`src/rtl/fbg_pkg.sv`:
```
package fbg_pkg;
  // Strobes from the control half to the counting datapath
  typedef struct packed {
    logic clear;  // zero phase, period and sample counters
    logic run;    // advance the counters this cycle
  } fbgStrobe_t;
endpackage

```
`src/rtl/fbg_ctrl.sv`:
```
module fbg_ctrl
  import fbg_pkg::*;
#(
  parameter int MANT_W = 12,
  parameter int FRAC_W = 4,
  localparam int DIV_W = MANT_W + FRAC_W
) (
  input  logic              clk,
  input  logic              rst,
  input  logic              enable,
  input  logic [DIV_W-1:0]  divisorValue,
  input  logic              divisorLoad,
  output logic [MANT_W-1:0] mant,
  output logic [FRAC_W-1:0] frac,
  output fbgStrobe_t        strobe
);
  logic [DIV_W-1:0] divReg;
  logic validDiv;

  always_ff @(posedge clk) begin
    if (rst) begin
      divReg <= '0;
    end else if (divisorLoad) begin
      divReg <= divisorValue;
    end
  end

  assign mant     = divReg[DIV_W-1:FRAC_W];
  assign frac     = divReg[FRAC_W-1:0];
  assign validDiv = |mant;

  always_comb begin
    strobe.clear = divisorLoad | ~enable | ~validDiv;
    strobe.run   = ~strobe.clear;
  end
endmodule

```
`src/rtl/fbg_datapath.sv`:
```
module fbg_datapath
  import fbg_pkg::*;
#(
  parameter int MANT_W     = 12,
  parameter int FRAC_W     = 4,
  parameter int OVERSAMPLE = 16,
  localparam int SUB_W     = (OVERSAMPLE > 1) ? $clog2(OVERSAMPLE) : 1
) (
  input  logic              clk,
  input  logic              rst,
  input  logic [MANT_W-1:0] mant,
  input  logic [FRAC_W-1:0] frac,
  input  fbgStrobe_t        strobe,
  output logic              sampleTick,
  output logic              bitTick
);
  logic [MANT_W-1:0] periodCnt;
  logic [FRAC_W-1:0] phaseAcc;
  logic [SUB_W-1:0]  subCnt;
  logic [SUB_W-1:0]  subNext;
  logic [FRAC_W:0]   phaseSum;
  logic [MANT_W:0]   lastCount;
  logic              atEnd;
  logic              lastSub;
  logic              tickQ;
  logic              bitQ;

  // A carry out of the phase sum stretches the current period by one cycle
  assign phaseSum  = {1'b0, phaseAcc} + {1'b0, frac};
  assign lastCount = {1'b0, mant} - {{MANT_W{1'b0}}, 1'b1}
                   + {{MANT_W{1'b0}}, phaseSum[FRAC_W]};
  assign atEnd     = ({1'b0, periodCnt} == lastCount);
  assign lastSub   = (subCnt == SUB_W'(OVERSAMPLE - 1));

  generate
    if ((1 << SUB_W) == OVERSAMPLE) begin : g_wrapPow2
      assign subNext = subCnt + {{(SUB_W-1){1'b0}}, 1'b1};
    end else begin : g_wrapCmp
      assign subNext = lastSub ? '0 : subCnt + {{(SUB_W-1){1'b0}}, 1'b1};
    end
  endgenerate

  always_ff @(posedge clk) begin
    if (rst || strobe.clear) begin
      periodCnt <= '0;
      phaseAcc  <= '0;
      subCnt    <= '0;
      tickQ     <= 1'b0;
      bitQ      <= 1'b0;
    end else if (strobe.run) begin
      if (atEnd) begin
        periodCnt <= '0;
        phaseAcc  <= phaseSum[FRAC_W-1:0];
        subCnt    <= subNext;
        tickQ     <= 1'b1;
        bitQ      <= lastSub;
      end else begin
        periodCnt <= periodCnt + {{(MANT_W-1){1'b0}}, 1'b1};
        tickQ     <= 1'b0;
        bitQ      <= 1'b0;
      end
    end else begin
      tickQ <= 1'b0;
      bitQ  <= 1'b0;
    end
  end

  assign sampleTick = tickQ;
  assign bitTick    = bitQ;
endmodule

```
`src/rtl/frac_baud_gen.sv`:
```
module frac_baud_gen
  import fbg_pkg::*;
#(
  parameter int MANT_W     = 12,
  parameter int FRAC_W     = 4,
  parameter int OVERSAMPLE = 16,
  localparam int DIV_W     = MANT_W + FRAC_W
) (
  input  logic             clk,
  input  logic             rst,
  input  logic             enable,
  input  logic [DIV_W-1:0] divisorValue,
  input  logic             divisorLoad,
  output logic             sampleTick,
  output logic             bitTick
);
  logic [MANT_W-1:0] mantW;
  logic [FRAC_W-1:0] fracW;
  fbgStrobe_t        strobeW;

  fbg_ctrl #(.MANT_W(MANT_W), .FRAC_W(FRAC_W)) ctrl_i (
    .clk(clk), .rst(rst), .enable(enable),
    .divisorValue(divisorValue), .divisorLoad(divisorLoad),
    .mant(mantW), .frac(fracW), .strobe(strobeW)
  );

  fbg_datapath #(.MANT_W(MANT_W), .FRAC_W(FRAC_W), .OVERSAMPLE(OVERSAMPLE)) dp_i (
    .clk(clk), .rst(rst), .mant(mantW), .frac(fracW), .strobe(strobeW),
    .sampleTick(sampleTick), .bitTick(bitTick)
  );
endmodule

```
`config.mk`:
```
export PLATFORM = sky130hd
export DESIGN_NAME = frac_baud_gen
export DESIGN_NICKNAME = d
export VERILOG_FILES = /design/src/rtl/fbg_pkg.sv /design/src/rtl/fbg_ctrl.sv /design/src/rtl/fbg_datapath.sv /design/src/rtl/frac_baud_gen.sv
export SDC_FILE = /design/constraint.sdc
export NUM_CORES = 1
export LEC_CHECK = 0
export ABC_AREA = 1
export BUFFER_PORTS_ARGS = -buffer_cell sky130_fd_sc_hd__buf_2
export CAP_MARGIN = 20
export CORE_UTILIZATION = 38
export CTS_BUF_LIST = sky130_fd_sc_hd__clkbuf_2 sky130_fd_sc_hd__clkbuf_4 sky130_fd_sc_hd__clkbuf_8
export DETAILED_ROUTE_END_ITERATION = 12
export GPL_ROUTABILITY_DRIVEN = 0
export GPL_TIMING_DRIVEN = 0
export PLACE_DENSITY = 0.53
export SLEW_MARGIN = 20
export SYNTH_ARGS = -nofsm -noshare
export SYNTH_HDL_FRONTEND = slang
export SYNTH_SLANG_ARGS = --single-unit
```
`constraint.sdc`:
```
create_clock -name clk -period 6.95 [get_ports clk]
set_clock_uncertainty 0.2 [all_clocks]
set_input_delay 0.3475 -clock clk [delete_from_list [all_inputs] [get_ports clk]]
set_output_delay 0.3475 -clock clk [all_outputs]
set_load 0.05 [all_outputs]
```
Word-level counts from Yosys, hierarchy flattened
Cells that the tools add are included.
Cells by class
  add/subtract/negate cells: 5
  equal/unequal tests: 2
  multiplexer cells: 2
  bitwise operators: 6
  reductions and logical operators: 5
Operators by type and width (number)
  adder 13 x 1 -> 13 bit: 1
  equality test 12 x 13 -> 1 bit: 1
  subtractor 12 x 1 -> 13 bit (second input constant): 1
  adder 12 x 1 -> 12 bit (second input constant): 1
  two-way mux 12 bit: 1
  OR reduction 12 bit: 1
  adder 4 x 4 -> 5 bit: 1
  adder 4 x 1 -> 4 bit (second input constant): 1
  equality test 4 bit (second input constant): 1
  inverter 1 bit: 4
  OR reduction 3 bit: 1
  bitwise OR 1 bit: 2
  AND reduction 2 bit: 1
  OR reduction 2 bit: 1
  logical OR 1 bit: 1
  two-way mux 1 bit: 1
Storage, ports and cells
  bits in registers: 38
  input port bits: 20
  output and inout bits: 2
  logic and storage cells: 26

Logic depth before layout (Yosys ltp)
Gate-level depths: netlist of run 1.
  depth after elaboration: 5
  depth in mapped cells: 21
  gate-level depth less buffers: 21

Cells and area by module
From an unflattened synthesis of run 1, not the netlist that was laid out.
Unflattened totals
  cell total of the unflattened synthesis: 367
  area, all modules: 2462.4 um^2
By module, submodules not included
  fbg_datapath: instances 1, cells each 282, area an instance 1752.9 um^2, sequential area each 440.4 um^2
  fbg_ctrl: instances 1, cells each 85, area an instance 709.4 um^2, sequential area each 320.3 um^2

Least setup slack after synthesis of run 1
Ideal clock, no wire load.
  path kind: register to register
  start point: register ctrl_i.divReg[0]
  end point: register dp_i.periodCnt[6]
  setup time: 0.119 ns
  data arrival time: 2.529 ns
  required time: 6.631 ns
  path slack: 4.102 ns
  cell stages (with the launch flop): 19
  path buffers: 1
  cells stage by stage: dfxtp_1 ha_1 inv_1 fa_1 o21ai_0 a21oi_1 ha_1 ha_1 nand2_1 nand2_1 nand2_1 nand2_1 nor2_1 nand3_1 nor2_1 nand3_2 nand2_2 buf_6 nor3b_2
Between the ends
  cells in the longest elaborated chain, start to end: 4
RTL lines
  start: declaration: line fbg_ctrl.sv:17  | logic [DIV_W-1:0] divReg;
  start signal: assignment: line fbg_ctrl.sv:24  | divReg <= divisorValue;
  adder 4 x 4 -> 5 bit: line fbg_datapath.sv:29  | assign phaseSum = {1'b0, phaseAcc} + {1'b0, frac};
  adder 13 x 1 -> 13 bit: line fbg_datapath.sv:31  | + {{MANT_W{1'b0}}, phaseSum[FRAC_W]};
  equality test 12 x 13 -> 1 bit: line fbg_datapath.sv:32  | assign atEnd = ({1'b0, periodCnt} == lastCount);
  two-way mux 12 bit: line fbg_datapath.sv:51  | if (atEnd) begin
  end signal: assignment: line fbg_datapath.sv:58  | periodCnt <= periodCnt + {{(MANT_W-1){1'b0}}, 1'b1};
  end: declaration: line fbg_datapath.sv:17  | logic [MANT_W-1:0] periodCnt;
No other way between the ends.
A chain may end at the register's enable or synchronous reset.

Worst setup path in the final report of run 1
  start point: register ctrl_i.divReg[0]
  end point: register dp_i.periodCnt[11]
The elaborated chain is that of the path after synthesis.

==> results of run 1 <==
layer usage:
layer	share of wire	global-route usage	wire length, µm	up-vias
li1	-	-	-	1160
met5	0	0	0	-
met1	0.49	0.244	2750	978
met2	0.47	0.331	2630	38
met4	0.011	0.0482	61	0
met3	0.031	0.0330	174	5
cells in the final DEF (no fill, tap or decap), drive strengths merged:
cell type   n
nor4        1
buf        22
nand2      88
nor2       60
nor3        7
o21ai      24
a211oi      1
inv        52
nor3b       2
ha          8
xnor2       6
a21oi      17
clkbuf      8
nand3      31
bufinv      1
nand4       1
xor2        9
and2        1
fa          1
dfxtp      38
clkinv      4
flip-flops by register name, indices dropped and copies added, names as in the netlist:
signal and count:
ctrl_i.divReg 16, dp_i.bitTick 1, dp_i.periodCnt 12, dp_i.sampleTick 1, dp_i.subCnt 4, dp_i.phaseAcc 4
cell usage after synthesis, drive strengths merged:
master	n
nand4	1
nand2	88
nand3	31
nor3	7
dfxtp	38
nor2	60
nor4	1
and2	1
inv	52
clkinv	2
a21oi	17
ha	8
a211oi	1
fa	1
xnor2	6
o21ai	24
clkbuf	3
buf	1
xor2	9
nor3b	2
cell families after synthesis:
| family | count (synthesis) |
|---|---|
| compound gates | 42 |
| xor+xnor | 15 |
| fa+ha+maj | 9 |
| buf+inv | 58 |
| flops | 38 |
| simple gates | 191 |
final cells by class:
| type | instances | area (µm²) |
|---|---|---|
| inverter | 54 | 203 |
| clock buffer | 5 | 68.8 |
| sequential | 38 | 761 |
| timing repair buffer | 21 | 105 |
| multi-input combinational | 257 | 1370 |
| tap | 75 | 93.8 |
| clock inverter | 3 | 40.0 |
| buffer | 4 | 22.5 |
| fill | 672 | 3300 |
worst reg2reg max path, cell delays in order (launching register included):
cell and delay (ns):
dfxtp_1 0.34, ha_1 0.17, inv_1 0.05, fa_1 0.39, o21ai_0 0.18, a21oi_1 0.11
ha_1 0.23, ha_1 0.26, nand2_1 0.15, nor2_4 0.07, nand2_1 0.07, nand2_1 0.06
nand3_1 0.15, nand2_1 0.07, nor2_1 0.13, nand3_2 0.16, nand2_2 0.17, buf_6 0.17
nor2_1 0.06
metrics by stage:
| step | cell area [µm²] | utilization | instances | hold slack, ns | setup WS [ns] |
|---|---|---|---|---|---|
| CTS | 2660 | 0.446 | 457 | 0.0735 | 3.66 |
| detailed placement | 2550 | 0.428 | 449 | 0.258 | 3.67 |
| global placement | 2550 | 0.428 | 449 | 0.247 | 3.70 |
| floorplan | 2350 | - | 353 | 0.229 | 4.10 |
| global route | 2660 | 0.446 | 457 | 0.0682 | 3.44 |
| finish | 2660 | 0.446 | 457 | 0.0768 | 3.65 |
where the power goes:
part	leakage [nW]	internal, mW	switching, mW
registers	0.310	0.225	0.00794
clock network	0.0579	0.106	0.0788
logic	0.888	0.0319	0.0592
total	1.26	0.362	0.146
path summary, 6_finish.rpt:
path,slack (ns),to,startpoint,cells past startpoint
setup / recovery,3.65,dp_i.periodCnt[11],ctrl_i.divReg[0],18
hold / removal,0.08,ctrl_i.divReg[0],divisorValue[0],3
setup reg to reg,3.65,dp_i.periodCnt[11],ctrl_i.divReg[0],18
hold reg to reg,0.27,dp_i.periodCnt[0],dp_i.periodCnt[0],1
==> run metrics, run 1 <==
IO Count=22; Yosys cell types=30; Pre-antenna DRT Iters=4; crit-path max FO=10; Pleak=1.26 nW; Top cell by count, worst path=nand2_1; Detail Route Antenna Nets=0; initial core utilization=0.395; register area share after synthesis=0.324; DR vias/cell=4.77; P&R area growth vs syn=13.1%; root buffer cell=clkbuf_8; fmax=roughly 0.30 GHz; CP cell instances=ha_1 > inv_1 > fa_1 > o21ai_0 > a21oi_1 > ha_1 > ha_1 > nand2_1 > nor2_4 > nand2_1 > nand2_1 > nand3_1 > nand2_1 > nor2_1 > nand3_2 > nand2_2 > buf_6 > nor2_1; main combinational cell family by area after synthesis=simple AND/OR/NAND/NOR gates; first-pass GRT wire length=9270 µm; Final setup violation count=0; CTS Buf Count=5; Port Buf Inserts=21; number of global-route vias before repair=2048; Post-Synth Simple-Gate Area=0.381; die width=between 80 and 90 µm; Slew Limit Headroom=0.653; FF+latch count, synth=38; Max Cap Violations=0; crit path capture type=flip-flop; Slowest-stage cell, CP=fa_1; Hold Crit Class=in -> reg; Tmin final=between 3 and 4 ns; worst slew pin tran=just over 0.5 ns; Final period util=0.474; initial DRC count=78; Routed WL=roughly 5600 µm; final-report hold violation count=0; Arr. time, crit path=3.28 ns; Row Count=28; Vias=2181; outcome=finished, final reports clean; core area=about 6000 µm²; Num Clock Sinks=38; Yosys top cell area share=0.324; xor and xnor area share after synthesis=0.0559; RSZ-0062 raised after global routing=false; Worst EP required=a little under 7 ns; Antenna Cells=0; htree depth=2; drt drc=0; max incr delay on CP=between 0.3 and 0.4 ns; postcts setup bufs=0; crit-path leading delay family=simple AND/OR/NAND/NOR gates; Sum Neg Setup Slack=0 ns; CTS tree=yes; # nets final=just over 400; Synth area leaders=dfxtp_1, nand2_1, nor2_1, inv_1, nand3_1; Peak supply drop=approximately 0.00011 V; critical path class=reg -> reg; CP bufs+invs=2; post-synth top area cell=dfxtp_1; HPWL Detailed=4600 µm; largest net degree at the start of global routing=13; Design Power=0.508 mW; die height=around 81 µm; Ys Warns=0; DR WL/cell=around 12 µm; clock slew at reported path FFs=roughly 0.080 ns; Total GRT Usage=0.191; GRT overflow=0; Longest Clk Path Bufs=2; mux share of post-synthesis cell area=0; Post-CTS Resized=0; Startpoint Class=flip-flop; synthesized instance count=around 350; initial antenna violation count=0; complex-gate fraction of the synthesized area=0.0926; Die ar.=~6500 µm²; Cell Area, Synth=approximately 2400 µm²; share of layout cells above drive strength 1=0.157; Post-Synth Adder-Cell Area=0.0511; post-synth net total=~380; PD cells=approximately 190 nW/µm²; Clock Latency Late Sink=approximately 0.29 ns; Final Slew Violations=0; hold_buf cts=0; Mean Syn Cell Area=between 6 and 7 µm²
Power figures use the tool's default switching activity.
==> run 2: changes to the inputs <==
ABC_AREA = 0   (was 1)
PLACE_DENSITY = 0.55   (was 0.53)
clock period = 2.9 ns   (was 6.95 ns; I/O delays follow)
==> run metrics, run 2 <==
outcome=complete, but fails checks (was finished, final reports clean); violated checks=negative hold slack, negative setup slack; worst slew pin tran=0.700 ns (was 0.520 ns); Pleak=1.14 nW (was 1.26 nW); Antenna Cells=0 (unchanged); Final WS setup=-0.691 ns (was 3.65 ns); most common library cell in the layout ignoring fill and taps=dfxtp_1 (was nand2_1); root buffer cell=clkbuf_8 (unchanged); Arr. time, crit path=3.61 ns (was 3.28 ns); crit-path max FO=5 (was 10); drt drc=0 (unchanged); placed insts=351 (was 449); Yosys cell types=50 (was 30); Num Clock Sinks=38 (unchanged); HPWL Detailed=3950 µm (was 4600 µm); crit-path leading delay family=simple AND/OR/NAND/NOR gates (unchanged); Sum Neg Setup Slack=-13.07 ns (was 0 ns); Final setup violation count=22 (was 0); Filler cells=536 (was 672); Tmin final=3.59 ns (was 3.30 ns); PD cells=397 nW/µm² (was 191 nW/µm²); first-pass GRT wire length=9390 µm (was 9270 µm); core area=5640 µm² (was 5960 µm²); CTS tree=yes (unchanged); Total GRT Usage=0.190 (was 0.191); P&R area growth vs syn=32.8% (was 13.1%); # nets final=348 (was 410); CP cell instances=ha_4 > inv_2 > fa_2 > inv_2 > a21o_1 > a21oi_2 > ha_4 > or4b_4 > o21ai_2 > nand4_1 > or4_4 > or4_1 > a21oi_1 (was ha_1 > inv_1 > fa_1 > o21ai_0 > a21oi_1 > ha_1 > ha_1 > nand2_1 > nor2_4 > nand2_1 > nand2_1 > nand3_1 > nand2_1 > nor2_1 > nand3_2 > nand2_2 > buf_6 > nor2_1); largest registers=ctrl_i.divReg: 16 flops, dp_i.periodCnt: 12 flops (unchanged); Final Slew Violations=0 (unchanged); Synth area leaders=dfxtp_1, mux2i_1, xnor2_1, nor2_1, ha_1 (was dfxtp_1, nand2_1, nor2_1, inv_1, nand3_1); CP Depth=13 (was 18); CTS Buf Count=5 (unchanged); EDFF count, synth=0 (unchanged); Slowest-stage cell, CP=or4_4 (was fa_1); post-synth top area cell=dfxtp_1 (unchanged); max reg flops=16 (unchanged); Cell Area, Synth=2280 µm² (was 2350 µm²); Worst EP required=2.92 ns (was 6.93 ns); Startpoint Class=flip-flop (unchanged); Final period util=1.24 (was 0.474); Clock Latency Late Sink=0.28 ns (was 0.29 ns); initial antenna violation count=0 (unchanged); synthesized instance count=260 (was 353); Pre-antenna DRT Iters=4 (unchanged); clock slew at reported path FFs=0.07 ns (was 0.08 ns); post-synth net total=289 (was 382); top-count cell post-synth=dfxtp_1 (was nand2_1); Port Buf Inserts=19 (was 21); register area share after synthesis=0.334 (was 0.324); final-report hold violation count=5 (was 0); Mean Syn Cell Area=8.77 µm² (was 6.66 µm²); DR WL/cell=14.8 µm (was 12.3 µm); initial DRC count=145 (was 78); Longest Clk Path Bufs=2 (unchanged); Routed WL=5790 µm (was 5610 µm); worst reg2reg path depth=13 (was 18); Yosys top cell area share=0.334 (was 0.324); RSZ-0062 raised after global routing=true (was false); DR vias/cell=5.31 (was 4.77); Detail Route Antenna Nets=0 (unchanged); initial core utilization=0.404 (was 0.395); die height=79.5 µm (was 80.7 µm); WHS Path Cells=2 (was 3); max incr delay on CP=0.61 ns (was 0.39 ns); ys async rst share=0 (unchanged); largest net degree at the start of global routing=12 (was 13); share of layout cells above drive strength 1=0.263 (was 0.157); crit path capture type=flip-flop (unchanged); Hold Crit Class=in -> reg (unchanged); CP bufs+invs=2 (unchanged); Row Count=27 (was 28); Slew Limit Headroom=0.533 (was 0.653); hold_ws=-0.00476 ns (was 0.0768 ns); most instantiated cells after synthesis=dfxtp_1, nor2_1, nor3_1 (was nand2_1, nor2_1, inv_1); Design Power=1.20 mW (was 0.508 mW); Vias=2075 (was 2181); Peak supply drop=0.000215 V (was 0.000111 V); die width=79.5 µm (was 80.7 µm); top flip-flop cell by instance count after synthesis=dfxtp_1 (unchanged); GRT overflow=0 (unchanged); Ys Warns=0 (unchanged); critical path class=reg -> reg (unchanged); Die ar.=6310 µm² (was 6510 µm²); fmax=0.279 GHz (was 0.303 GHz); largest register by flop count=ctrl_i.divReg (unchanged); number of global-route vias before repair=2021 (was 2048); FF+latch count, synth=38 (unchanged); Max Cap Violations=0 (unchanged); Final Non-Filler Cells=391 (was 457); htree depth=2 (unchanged); most frequent cells in the layout=dfxtp_1, nor2_1, buf_2, nor3_1 (was nand2_1, nor2_1, inv_1); IO Count=22 (unchanged)
[run 2: cell count changes in the layout (fill, tap and decap cells not counted), sizes merged, moves of 10 or more]
cell / change
nand4: +10
inv: -39
nand2: -85
nor2: -32
mux2i: +16
buf: +17
dlygate4sd3: +16
nor3: +13
nand3: -20
o21ai: -19
xnor2: +10
[run 2: final timing paths]
path / start / end / slack (ns)
setup / recovery: ctrl_i.divReg[0] / dp_i.subCnt[0] / -0.69
hold reg to reg: dp_i.subCnt[3] / dp_i.bitTick / 0.27
hold / removal: rst / ctrl_i.divReg[11] / -0.005
setup reg to reg: ctrl_i.divReg[0] / dp_i.subCnt[0] / -0.69
[run 2: where the power goes]
part	internal [mW]	switching [mW]	leakage (nW)	total, mW
clock network	0.184	0.167	0.0452	0.351
registers	0.536	0.0205	0.310	0.556
logic	0.136	0.158	0.785	0.294
[run 2: worst reg2reg max path, stage by stage, from the launching register on]
cell,delay (ns)
dfxtp_2,0.34
ha_4,0.16
inv_2,0.04
fa_2,0.19
inv_2,0.03
a21o_1,0.15
a21oi_2,0.15
ha_4,0.15
or4b_4,0.52
o21ai_2,0.16
nand4_1,0.13
or4_4,0.61
or4_1,0.53
a21oi_1,0.14
[run 2: logic make-up (layout without fill, tap and decap cells)]
| logic type | count (synthesis) | in the layout | synth area share |
|---|---|---|---|
| compound gates | 39 | 39 | 0.121 |
| xor+xnor | 24 | 24 | 0.0922 |
| fa+ha+maj | 9 | 9 | 0.0527 |
| buf+inv | 26 | 84 | 0.0516 |
| flops | 38 | 38 | 0.334 |
| mux | 18 | 18 | 0.0801 |
| simple gates | 106 | 107 | 0.268 |
[run 2: stage by stage]
stage | utilization | hold WS (ns) | setup slack, ns | area, µm²
3_3_place_gp | 0.446 | 0.177 | -0.974 | 2520
4_1_cts | 0.517 | 0.00113 | -0.731 | 2910
2_1_floorplan | - | 0.0924 | -0.615 | 2330
3_5_place_dp | 0.446 | 0.187 | -0.977 | 2520
5_1_grt | 0.536 | 0.0295 | -0.794 | 3030
6_report | 0.536 | -0.00476 | -0.691 | 3030
[run 2: area by class of cell]
cell class	count	area (µm²)	area share
clock buffers	7	83.8	0.0277
well taps	72	90.1	0.0298
repair buffers	52	387	0.128
plain buffers	12	61.3	0.0203
inverters	13	48.8	0.0161
multi-input cells	197	1590	0.526
flip-flops and latches	38	763	0.252
[run 2: per-layer routing]
| layer | track usage | up-vias | wire (µm) |
|---|---|---|---|
| li1 | - | 1063 | - |
| met1 | 0.253 | 967 | 2660 |
| met2 | 0.320 | 38 | 2810 |
| met3 | 0.0343 | 7 | 263 |
| met4 | 0.0382 | 0 | 51 |
| met5 | 0 | - | 0 |
[run 2: timing repair]
item,4_1_cts,5_1_grt
pin swaps,11,9
hold endpoints to repair,16,0
hold buffers,16,0
endpoints found under the setup margin,22,22
buffers inserted,9,9
cloned,1,0
gates resized for setup,15,11
==> run 3: changes to the inputs <==
SKIP_LAST_GASP = 1   (was unset)
==> run metrics, run 3 (synthesized netlist as in run 2, its figures left out) <==
outcome=complete, but fails checks (unchanged); violated checks=negative hold slack, negative setup slack (unchanged); HPWL Detailed=3950 µm (unchanged); Final WS setup=-0.691 ns (about the same); Total GRT Usage=0.190 (unchanged); P&R area growth vs syn=32.4% (was 32.8%); drt drc=0 (unchanged); die height=79.5 µm (unchanged); Longest Clk Path Bufs=2 (unchanged); PD cells=397 nW/µm² (about the same); Worst EP required=2.91 ns (was 2.92 ns); Peak supply drop=0.000214 V (was 0.000215 V); DR WL/cell=14.8 µm (about the same); initial DRC count=170 (was 145); Pre-antenna DRT Iters=4 (unchanged); DR vias/cell=5.32 (was 5.31); min-delay src=rst (unchanged); Num Clock Sinks=38 (unchanged); Routed WL=5770 µm (was 5790 µm); clock slew at reported path FFs=0.07 ns (about the same); CTS tree=yes (unchanged); Final Slew Violations=0 (unchanged); total internal power=0.856 mW (about the same); CP cell instances=ha_4 > inv_2 > fa_2 > inv_2 > a21o_1 > a21oi_2 > ha_4 > or4b_4 > o21ai_2 > nand4_1 > or4_4 > or4_1 > a21oi_1 (unchanged); Tmin final=3.59 ns (about the same); Arr. time, crit path=3.61 ns (about the same); Design Power=1.20 mW (about the same); area of the multi-input gates=1590 µm² (about the same); share of layout cells above drive strength 1=0.263 (unchanged); Clock Latency Late Sink=0.28 ns (about the same); max incr delay on CP=0.61 ns (about the same); most common library cell in the layout ignoring fill and taps=dfxtp_1 (unchanged); Filler cells=536 (unchanged); sequential standard cell area=763 µm² (unchanged); largest registers=ctrl_i.divReg: 16 flops, dp_i.periodCnt: 12 flops (unchanged); crit path capture type=flip-flop (unchanged); Slew Limit Headroom=0.533 (about the same); critical path class=reg -> reg (unchanged); final-report hold violation count=3 (was 5); number of global-route vias before repair=2021 (unchanged); max reg flops=16 (unchanged); RSZ-0062 raised after global routing=true (unchanged); Final period util=1.24 (about the same); logic gate share of total power=0.244 (was 0.245); largest register by flop count=ctrl_i.divReg (unchanged); Sw Pwr=0.343 mW (was 0.345 mW); fmax=0.278 GHz (was 0.279 GHz); Final setup violation count=22 (unchanged); # nets final=348 (unchanged); Row Count=27 (unchanged); initial core utilization=0.404 (unchanged); origin of the worst setup path=ctrl_i.divReg[0] (unchanged); Pleak=1.14 nW (about the same); die width=79.5 µm (unchanged); Detail Route Antenna Nets=0 (unchanged); root buffer cell=clkbuf_8 (unchanged); Startpoint Class=flip-flop (unchanged); Clock Power Share=0.292 (about the same); most frequent cells in the layout=dfxtp_1, nor2_1, buf_2, nor3_1 (unchanged); Hold Crit Class=in -> reg (unchanged); htree depth=2 (unchanged); share of power burned in registers=0.464 (was 0.463); Sw Share=0.286 (was 0.287); Final Core Density=0.535 (was 0.536); crit-path leading delay family=simple AND/OR/NAND/NOR gates (unchanged); Vias=2080 (was 2075); hold_ws=-0.00298 ns (was -0.00476 ns); worst slew pin tran=0.700 ns (about the same); initial antenna violation count=0 (unchanged); CTS Buf Count=5 (unchanged); Slowest-stage cell, CP=or4_4 (unchanged); GRT overflow=0 (unchanged); Port Buf Inserts=19 (unchanged); first-pass GRT wire length=9390 µm (unchanged); core area=5640 µm² (unchanged); IO Count=22 (unchanged); CP bufs+invs=2 (unchanged); largest net degree at the start of global routing=12 (unchanged); Max Cap Violations=0 (unchanged); crit-path max FO=5 (unchanged); Antenna Cells=0 (unchanged); Reg2Reg Launch Point=ctrl_i.divReg[0] (unchanged); Die ar.=6310 µm² (unchanged)
==> run 3: changes by cell type in the layout (fill, tap and decap cells not counted) <==
cell / delta
nand3_4: -1
nand3_2: +1
==> run 3: power by group through the flow <==
stage	clock network (mW)	registers [mW]	logic, mW
finish	0.350	0.557	0.293
global route	0.389	0.558	0.318
CTS	0.365	0.555	0.271
detailed placement	0	0.567	0.214
global placement	0	0.566	0.212
floorplan	0	0.561	0.165
==> run 3: area by class of cell <==
class,count,share of cell area
multi-input cells,197,0.525
clock buffers,7,0.0278
inverters,13,0.0162
plain buffers,12,0.0203
repair buffers,52,0.128
flip-flops and latches,38,0.253
well taps,72,0.0298
==> run 3: final timing paths <==
check,endpoint,slack (ns),depth (start not counted)
max reg2reg,dp_i.subCnt[0],-0.69,13
min,ctrl_i.divReg[11],-0.003,2
max,dp_i.subCnt[0],-0.69,13
min reg2reg,dp_i.bitTick,0.28,2
==> run 3: per-stage QoR <==
step	worst slack [ns]	setup TNS, ns	hold slack [ns]	instance area, µm²	std cells
2_1_floorplan	-0.615	-9.51	0.0924	2330	260
3_3_place_gp	-0.974	-17.88	0.177	2520	351
3_5_place_dp	-0.977	-18.60	0.187	2520	351
4_1_cts	-0.731	-14.35	0.00113	2910	383
5_1_grt	-0.794	-15.94	0.0295	3020	391
6_report	-0.691	-13.13	-0.00298	3020	391
==> run 3: what timing repair did <==
item	CTS	global route
gates cloned	1	0
hold buffers	16	0
endpoints found under the setup margin	22	22
setup buffers	9	9
pin swaps	11	9
gates resized for setup	15	10
endpoints found under the hold margin	16	0
==> run 3: per-layer routing <==
metal  GRT usage  vias up  part of all wire
li1            -     1062                 -
met1       0.253      974              0.47
met2       0.320       37              0.48
met3      0.0343        7             0.041
met4      0.0382        0            0.0090
met5           0        -                 0
